File: src/rtl/wdog_pkg.sv
package wdog_pkg;

  localparam int SEL_W     = 3;

  // Field positions of the register word
  localparam int BIT_RSTEN = 1;
  localparam int BIT_RSTF  = 2;
  localparam int BIT_TOF   = 3;
  localparam int BIT_WKEN  = 4;
  localparam int BIT_WKF   = 5;
  localparam int BIT_IE    = 6;
  localparam int BIT_EN    = 7;
  localparam int SEL_LO    = 8;
  localparam int REG_TOP   = SEL_LO + SEL_W;

  // Strobes from the control to the datapath
  typedef struct packed {
    logic             run;
    logic             restart;
    logic [SEL_W-1:0] sel;
  } ctl_strb_t;

  // Events from the datapath to the control
  typedef struct packed {
    logic timeoutHit;
    logic delayDone;
  } dp_evt_t;

endpackage

File: src/rtl/wdog_datapath.sv
module wdog_datapath
  import wdog_pkg::*;
#(
  parameter int BASE_EXP  = 4,
  parameter int DELAY_CYC = 1024
) (
  input  logic      clk,
  input  logic      rstN,
  input  ctl_strb_t ctl,
  output dp_evt_t   evt
);

  localparam int NUM_SEL = 1 << SEL_W;
  localparam int CNT_W   = BASE_EXP + 2 * (NUM_SEL - 1);
  localparam int DLY_W   = $clog2(DELAY_CYC);
  localparam logic [DLY_W-1:0] DLY_LAST = DLY_W'(DELAY_CYC - 1);

  typedef enum logic [1:0] {PH_COUNT, PH_DELAY, PH_DONE} phase_e;

  logic [CNT_W-1:0] cntQ;
  logic [DLY_W-1:0] dlyQ;
  phase_e           phaseQ;

  // Last count value of each selectable interval: 2^(BASE_EXP+2*sel)-1
  logic [CNT_W-1:0] lastTab [NUM_SEL];
  for (genvar g = 0; g < NUM_SEL; g++) begin : g_lim
    assign lastTab[g] = {CNT_W{1'b1}} >> (CNT_W - BASE_EXP - 2 * g);
  end

  logic live, cntHit, dlyHit;
  assign live   = ctl.run && !ctl.restart;
  assign cntHit = (phaseQ == PH_COUNT) && (cntQ >= lastTab[ctl.sel]);
  assign dlyHit = (phaseQ == PH_DELAY) && (dlyQ == DLY_LAST);

  assign evt.timeoutHit = live && cntHit;
  assign evt.delayDone  = live && dlyHit;

  always_ff @(posedge clk or negedge rstN) begin
    if (!rstN) begin
      cntQ   <= '0;
      dlyQ   <= '0;
      phaseQ <= PH_COUNT;
    end else if (!live) begin
      cntQ   <= '0;
      dlyQ   <= '0;
      phaseQ <= PH_COUNT;
    end else begin
      unique case (phaseQ)
        PH_COUNT: begin
          if (cntHit) begin
            phaseQ <= PH_DELAY;
            dlyQ   <= '0;
          end else begin
            cntQ <= cntQ + 1'b1;
          end
        end
        PH_DELAY: begin
          if (dlyHit) phaseQ <= PH_DONE;
          else        dlyQ   <= dlyQ + 1'b1;
        end
        default: phaseQ <= PH_DONE;
      endcase
    end
  end

endmodule

File: src/rtl/wdog_ctrl.sv
module wdog_ctrl
  import wdog_pkg::*;
#(
  parameter int DATA_W = 32
) (
  input  logic              clk,
  input  logic              sysRstN,
  input  logic              porN,
  input  logic [2:0]        cfgForce,
  input  logic              unlock,
  input  logic              clkSrcLow,
  input  logic              regWr,
  input  logic [DATA_W-1:0] regWdata,
  input  logic              kick,
  input  dp_evt_t           evt,
  output ctl_strb_t         ctl,
  output logic [DATA_W-1:0] regRdata,
  output logic              irqOut,
  output logic              wakeOut,
  output logic              rstReqOut
);

  localparam logic [2:0] CFG_FREE = 3'b111;

  logic             enQ, ieQ, wkenQ, rstenQ;
  logic             tofQ, wkfQ, rstfQ, wakeSeenQ;
  logic [SEL_W-1:0] selQ;
  logic             forcedOn, effEn, protWr, rstReqSet, wkfSet;

  logic unusedWrBits;
  assign unusedWrBits = ^{regWdata[DATA_W-1:REG_TOP], regWdata[0]};

  assign forcedOn  = (cfgForce != CFG_FREE);
  assign effEn     = enQ | forcedOn;
  assign protWr    = regWr & unlock;
  assign rstReqSet = evt.delayDone & rstenQ;

  assign irqOut  = tofQ & ieQ;
  assign wakeOut = irqOut & wkenQ & clkSrcLow;
  assign wkfSet  = wakeOut & !wakeSeenQ;

  assign ctl.run     = effEn;
  assign ctl.restart = kick;
  assign ctl.sel     = selQ;

  // Protected enables and the unprotected interval select
  always_ff @(posedge clk or negedge sysRstN) begin
    if (!sysRstN) begin
      enQ    <= 1'b0;
      ieQ    <= 1'b0;
      wkenQ  <= 1'b0;
      rstenQ <= 1'b0;
      selQ   <= '0;
    end else begin
      if (regWr) selQ <= regWdata[REG_TOP-1:SEL_LO];
      if (protWr) begin
        enQ    <= regWdata[BIT_EN];
        ieQ    <= regWdata[BIT_IE];
        wkenQ  <= regWdata[BIT_WKEN];
        rstenQ <= regWdata[BIT_RSTEN];
      end
    end
  end

  // Sticky flags cleared by a 1 write; a new event wins over a clear
  always_ff @(posedge clk or negedge sysRstN) begin
    if (!sysRstN) begin
      tofQ      <= 1'b0;
      wkfQ      <= 1'b0;
      wakeSeenQ <= 1'b0;
      rstReqOut <= 1'b0;
    end else begin
      wakeSeenQ <= wakeOut;
      rstReqOut <= rstReqSet;
      if (evt.timeoutHit)                tofQ <= 1'b1;
      else if (regWr && regWdata[BIT_TOF]) tofQ <= 1'b0;
      if (wkfSet)                         wkfQ <= 1'b1;
      else if (protWr && regWdata[BIT_WKF]) wkfQ <= 1'b0;
    end
  end

  // Reset flag survives the system reset it triggers
  always_ff @(posedge clk or negedge porN) begin
    if (!porN)                            rstfQ <= 1'b0;
    else if (rstReqSet)                   rstfQ <= 1'b1;
    else if (regWr && regWdata[BIT_RSTF]) rstfQ <= 1'b0;
  end

  always_comb begin
    regRdata                        = '0;
    regRdata[BIT_RSTEN]             = rstenQ;
    regRdata[BIT_RSTF]              = rstfQ;
    regRdata[BIT_TOF]               = tofQ;
    regRdata[BIT_WKEN]              = wkenQ;
    regRdata[BIT_WKF]               = wkfQ;
    regRdata[BIT_IE]                = ieQ;
    regRdata[BIT_EN]                = effEn;
    regRdata[REG_TOP-1:SEL_LO]      = selQ;
  end

endmodule

File: src/rtl/wdog_timer.sv
module wdog_timer
  import wdog_pkg::*;
#(
  parameter int DATA_W    = 32,
  parameter int BASE_EXP  = 4,
  parameter int DELAY_CYC = 1024
) (
  input  logic              clk,
  input  logic              rstN,
  input  logic              porN,
  input  logic [2:0]        cfgForce,
  input  logic              unlock,
  input  logic              clkSrcLow,
  input  logic              regWr,
  input  logic [DATA_W-1:0] regWdata,
  output logic [DATA_W-1:0] regRdata,
  input  logic              kick,
  output logic              irqOut,
  output logic              wakeOut,
  output logic              rstReqOut
);

  localparam int CNT_W = BASE_EXP + 2 * ((1 << SEL_W) - 1);

  logic      sysRstN;
  ctl_strb_t ctlStrb;
  dp_evt_t   dpEvt;

  assign sysRstN = rstN & porN;

  wdog_ctrl #(.DATA_W(DATA_W)) u_ctrl (
    .clk       (clk),
    .sysRstN   (sysRstN),
    .porN      (porN),
    .cfgForce  (cfgForce),
    .unlock    (unlock),
    .clkSrcLow (clkSrcLow),
    .regWr     (regWr),
    .regWdata  (regWdata),
    .kick      (kick),
    .evt       (dpEvt),
    .ctl       (ctlStrb),
    .regRdata  (regRdata),
    .irqOut    (irqOut),
    .wakeOut   (wakeOut),
    .rstReqOut (rstReqOut)
  );

  wdog_datapath #(.BASE_EXP(BASE_EXP), .DELAY_CYC(DELAY_CYC)) u_dp (
    .clk  (clk),
    .rstN (sysRstN),
    .ctl  (ctlStrb),
    .evt  (dpEvt)
  );

endmodule

File: config.mk
export PLATFORM = sky130hd
export DESIGN_NAME = wdog_timer
export DESIGN_NICKNAME = d
export VERILOG_FILES = /design/src/rtl/wdog_pkg.sv /design/src/rtl/wdog_datapath.sv /design/src/rtl/wdog_ctrl.sv /design/src/rtl/wdog_timer.sv
export SDC_FILE = /design/constraint.sdc
export NUM_CORES = 1
export LEC_CHECK = 0
export ABC_AREA = 1
export BUFFER_PORTS_ARGS = -buffer_cell sky130_fd_sc_hd__buf_2
export CAP_MARGIN = 20
export CORE_MARGIN = 2
export CORE_UTILIZATION = 45
export DETAILED_ROUTE_END_ITERATION = 7
export GPL_TIMING_DRIVEN = 0
export MAX_ROUTING_LAYER = met4
export PLACE_DENSITY = 0.8
export REMOVE_ABC_BUFFERS = 1
export SLEW_MARGIN = 0
export SYNTH_ARGS = -nofsm -noshare
export SYNTH_HDL_FRONTEND = slang
export SYNTH_HIERARCHICAL = 1
export SYNTH_SLANG_ARGS = --single-unit
export TNS_END_PERCENT = 100
File: constraint.sdc
create_clock -name clk -period 2.63 [get_ports clk]
set_clock_uncertainty 0.15 [all_clocks]
set_input_delay 0.263 -clock clk [delete_from_list [all_inputs] [get_ports clk]]
set_output_delay 0.263 -clock clk [all_outputs]
set_load 0.005 [all_outputs]
==> impl_results.md <==
- P_leak: 1.66 nW
- Simple-gate share of the synthesized area: 36.8%
- Clk slew on worst S/H paths: 0.08 ns
- Arr. time, crit path: 2.44 ns
- Post-DP HPWL: 4.06 mm
- Max Cap Violations: 0
- Fin. max-slew vios: 0
- First-pass GRT wire length: 10.2 mm
- Largest family of logic cells by synthesized area: simple AND/OR/NAND/NOR gates
- Hold slack: 0.0122 ns
- CTS tree: yes
- Seq cells post-synth: 42
- # IOs: 77
- # DRC: 0
- Horiz. Die Dim: 84.1 µm
- Root Driver: clkbuf_8
- Slowest cell delay on critical path: 0.49 ns
- DP Cell Count: 489
- Antenna viol nets, final: 0
- Hold Crit Class: in -> async
- Clk_lat worst skew: 0.30 ns
- Post-synth top area share: 36.4%
- CTS max path bufs: 2
- Crit. End Element: register
- Crit-path cells: nand3_1 > ha_1 > a21oi_1 > o21ai_0 > nor2_2 > nand2_2 > nand2_4 > nand2_4 > nand2_1 > nand2_1
- DR vias: 2,450
- Initial antenna violation count: 0
- Initial core utilization: 45.9%
- Ranking of synthesized cells by area: dfrtp_1, nand2_1, buf_4
- Clock Sinks: 42
- CTS H-tree lvls: 2
- Post-synthesis xor/xnor area fraction: 4.86%
- Crit. Startpoint: u_ctrl/selQ[1]
- P&R area growth vs syn: 6.94%
- Post-layout util: 49.1%
- Chip Height: 84.1 µm
- Post-CTS Setup Inserts: 0
- Post-synthesis mux area share: 0%
- CP max stage cell: dfrtp_1
- Status: finished clean
- Power, Total: 0.00144 W
- Final Cycle Share: 91.3%
- Final min period: 2.40 ns
- Post-Syn Area: 2880 µm²
- Total Wirelength: 5.76 mm
- IR Drop Worst-Case VDD: 0.336 mV
- Setup TNS Final: 0 ns
- Ant diodes: 0
- Netlist cell types: 30
- Area leader, netlist: dfrtp_1
- Crit-path max FO: 18
- Pwr per Cell Area: 467 nW/µm²
- Layout cells sized above 1: 14.5%
- Avg WL per Cell: 11.6 µm
- CTS Buf Count: 5
- Number of detailed-route iterations in the first pass: 4
- WS Path Type: reg -> reg
- Gate count of the mapped netlist: 398
- Worst Tran Pin Value: 0.847 ns
- Row count: 29
- Core Footprint: 6280 µm²
- Reg2reg start: u_ctrl/selQ[1]
- Vias in the first global route: 2,322
- Sequential element share of the synthesized area: 36.4%
- Headroom to the max-slew limit: 43.5%
- Synth Area in Compound Gates: 3.60%
- CP Data Required Time: 2.67 ns
- GR Util All Layers: 17.8%
- Slack of the worst reg-to-reg path: 0.23 ns
- Final nets: 472
- Port Buffer Count: 32
- Worst setup SP type: register
- Final Setup Violations: 0
- Initial DRC count: 154
- Global placer's final weighted congestion: 0.942
- Fmax: 417 MHz
- Total grt overflow: 0
- Layout filler cell count: 594
- RSZ-0062 raised after global routing: no
- Drt via density: 4.92
- Avg Inst Size Synth: 7.25 µm²
- Final Hold Vio Count: 0
- Largest net degree at the start of global routing: 42
- Adder-Cell Fraction of Synth Area: 4.34%
- Yosys warns: 6
- Die footprint: 7070 µm²
- Non-filler cells, final: 498
per-layer routing:
| layer | up-vias | share of wire, % | track usage, % |
|---|---|---|---|
| met1 | 1117 | 45 | 23.0 |
| met5 | - | 0 | - |
| met4 | 0 | 0.94 | 4.99 |
| met3 | 7 | 5.2 | 3.76 |
| li1 | 1259 | - | - |
| met2 | 67 | 49 | 28.4 |
final timing paths:
path,to,depth (start not counted)
min in group clk,u_ctrl/selQ[0],3
hold / removal,u_dp/cntQ[8],3
setup reg to reg,u_dp/cntQ[9],10
setup / recovery,u_dp/cntQ[9],10
max in group asynchronous,u_dp/cntQ[17],4
hold reg to reg,u_ctrl/rstfQ,2
critical path: cells and delay by family (launching register included):
| family | cells | cell delay (ns) |
|---|---|---|
| and+or+nand+nor | 7 | 1.09 |
| DFF | 1 | 0.49 |
| adders and majority gates | 1 | 0.33 |
| AOI/OAI and AO/OA | 2 | 0.23 |
sequential cells by signal, indices dropped and copies added (netlist names), 2 cells and up:
register	count
u_ctrl/selQ	3
u_dp/phaseQ	2
u_dp/cntQ	18
u_dp/dlyQ	10
layout by cell type (no fill, tap or decap), drive strengths merged:
| cell type | netlist | layout |
|---|---|---|
| ha | 10 | 10 |
| nand2 | 131 | 131 |
| bufinv | 0 | 2 |
| xor2 | 12 | 12 |
| nor3 | 4 | 4 |
| inv | 29 | 29 |
| a21oi | 7 | 7 |
| nand3 | 42 | 42 |
| buf | 37 | 32 |
| nand3b | 1 | 1 |
| conb | 1 | 22 |
| xnor2 | 4 | 4 |
| o21ai | 7 | 7 |
| o21bai | 2 | 2 |
| nor3b | 2 | 2 |
| nand4 | 11 | 11 |
| a21o | 1 | 1 |
| dfrtp | 42 | 42 |
| or2 | 2 | 2 |
| o31ai | 1 | 1 |
| clkbuf | 2 | 6 |
| nor2 | 50 | 50 |
| dlygate4sd3 | 0 | 1 |
synthesized netlist by cell type:
| library cell | n |
|---|---|
| a21o_1 | 1 |
| buf_6 | 2 |
| inv_2 | 4 |
| nor2_1 | 47 |
| nand2_1 | 125 |
| nand2_4 | 2 |
| nand4_1 | 11 |
| nor2_2 | 3 |
| dfrtp_1 | 42 |
| nor3b_1 | 2 |
| inv_1 | 25 |
| nor3_1 | 4 |
| o21ai_1 | 1 |
| nand3_1 | 39 |
| ha_1 | 10 |
| nand3_2 | 3 |
| o21bai_2 | 1 |
| conb_1 | 1 |
| xor2_1 | 12 |
| xnor2_1 | 4 |
| or2_2 | 2 |
| buf_4 | 34 |
| o31ai_1 | 1 |
| nand3b_1 | 1 |
| a21oi_1 | 7 |
| clkbuf_1 | 2 |
| nand2_2 | 4 |
| o21ai_0 | 6 |
| o21bai_1 | 1 |
| buf_2 | 1 |
power breakdown:
part / total (W) / leakage [nW] / internal [W] / switching (W)
Clock: 0.000639 / 0.0714 / 0.000405 / 0.000234
Sequential: 0.000680 / 0.570 / 0.000661 / 0.0000188
Combinational: 0.000120 / 1.02 / 0.0000426 / 0.0000778
Total: 0.00144 / 1.66 / 0.00111 / 0.000331
cell families after synthesis:
kind of cell / count (synthesis)
fa+ha+maj: 10
flops: 42
other cells: 1
buf+inv: 68
simple gates: 243
xor+xnor: 16
compound gates: 18
through the flow:
stage	setup slack (ns)	instance area, µm²
floorplan	0.425	2670
global placement	0.130	2930
detailed placement	0.0442	2930
CTS	0.0335	3080
global route	0.0119	3080
finish	0.229	3080
final cells by class:
cell class / count / area (µm²) / share of cell area, %
flip-flops and latches: 42 / 1050 / 34.1
inverters: 29 / 109 / 3.53
clock inverters: 2 / 60.1 / 1.95
clock buffers: 6 / 82.6 / 2.68
well taps: 77 / 96.3 / 3.12
repair buffers: 33 / 170 / 5.52
multi-input cells: 309 / 1520 / 49.1
timing repair:
item / CTS / global route
hold buffers: 1 / 0
endpoints found under the setup margin: 0 / 29
gates resized for setup: 0 / 2
endpoints found under the hold margin: 1 / 0
Note: power is estimated with default switching activity, not from simulation.
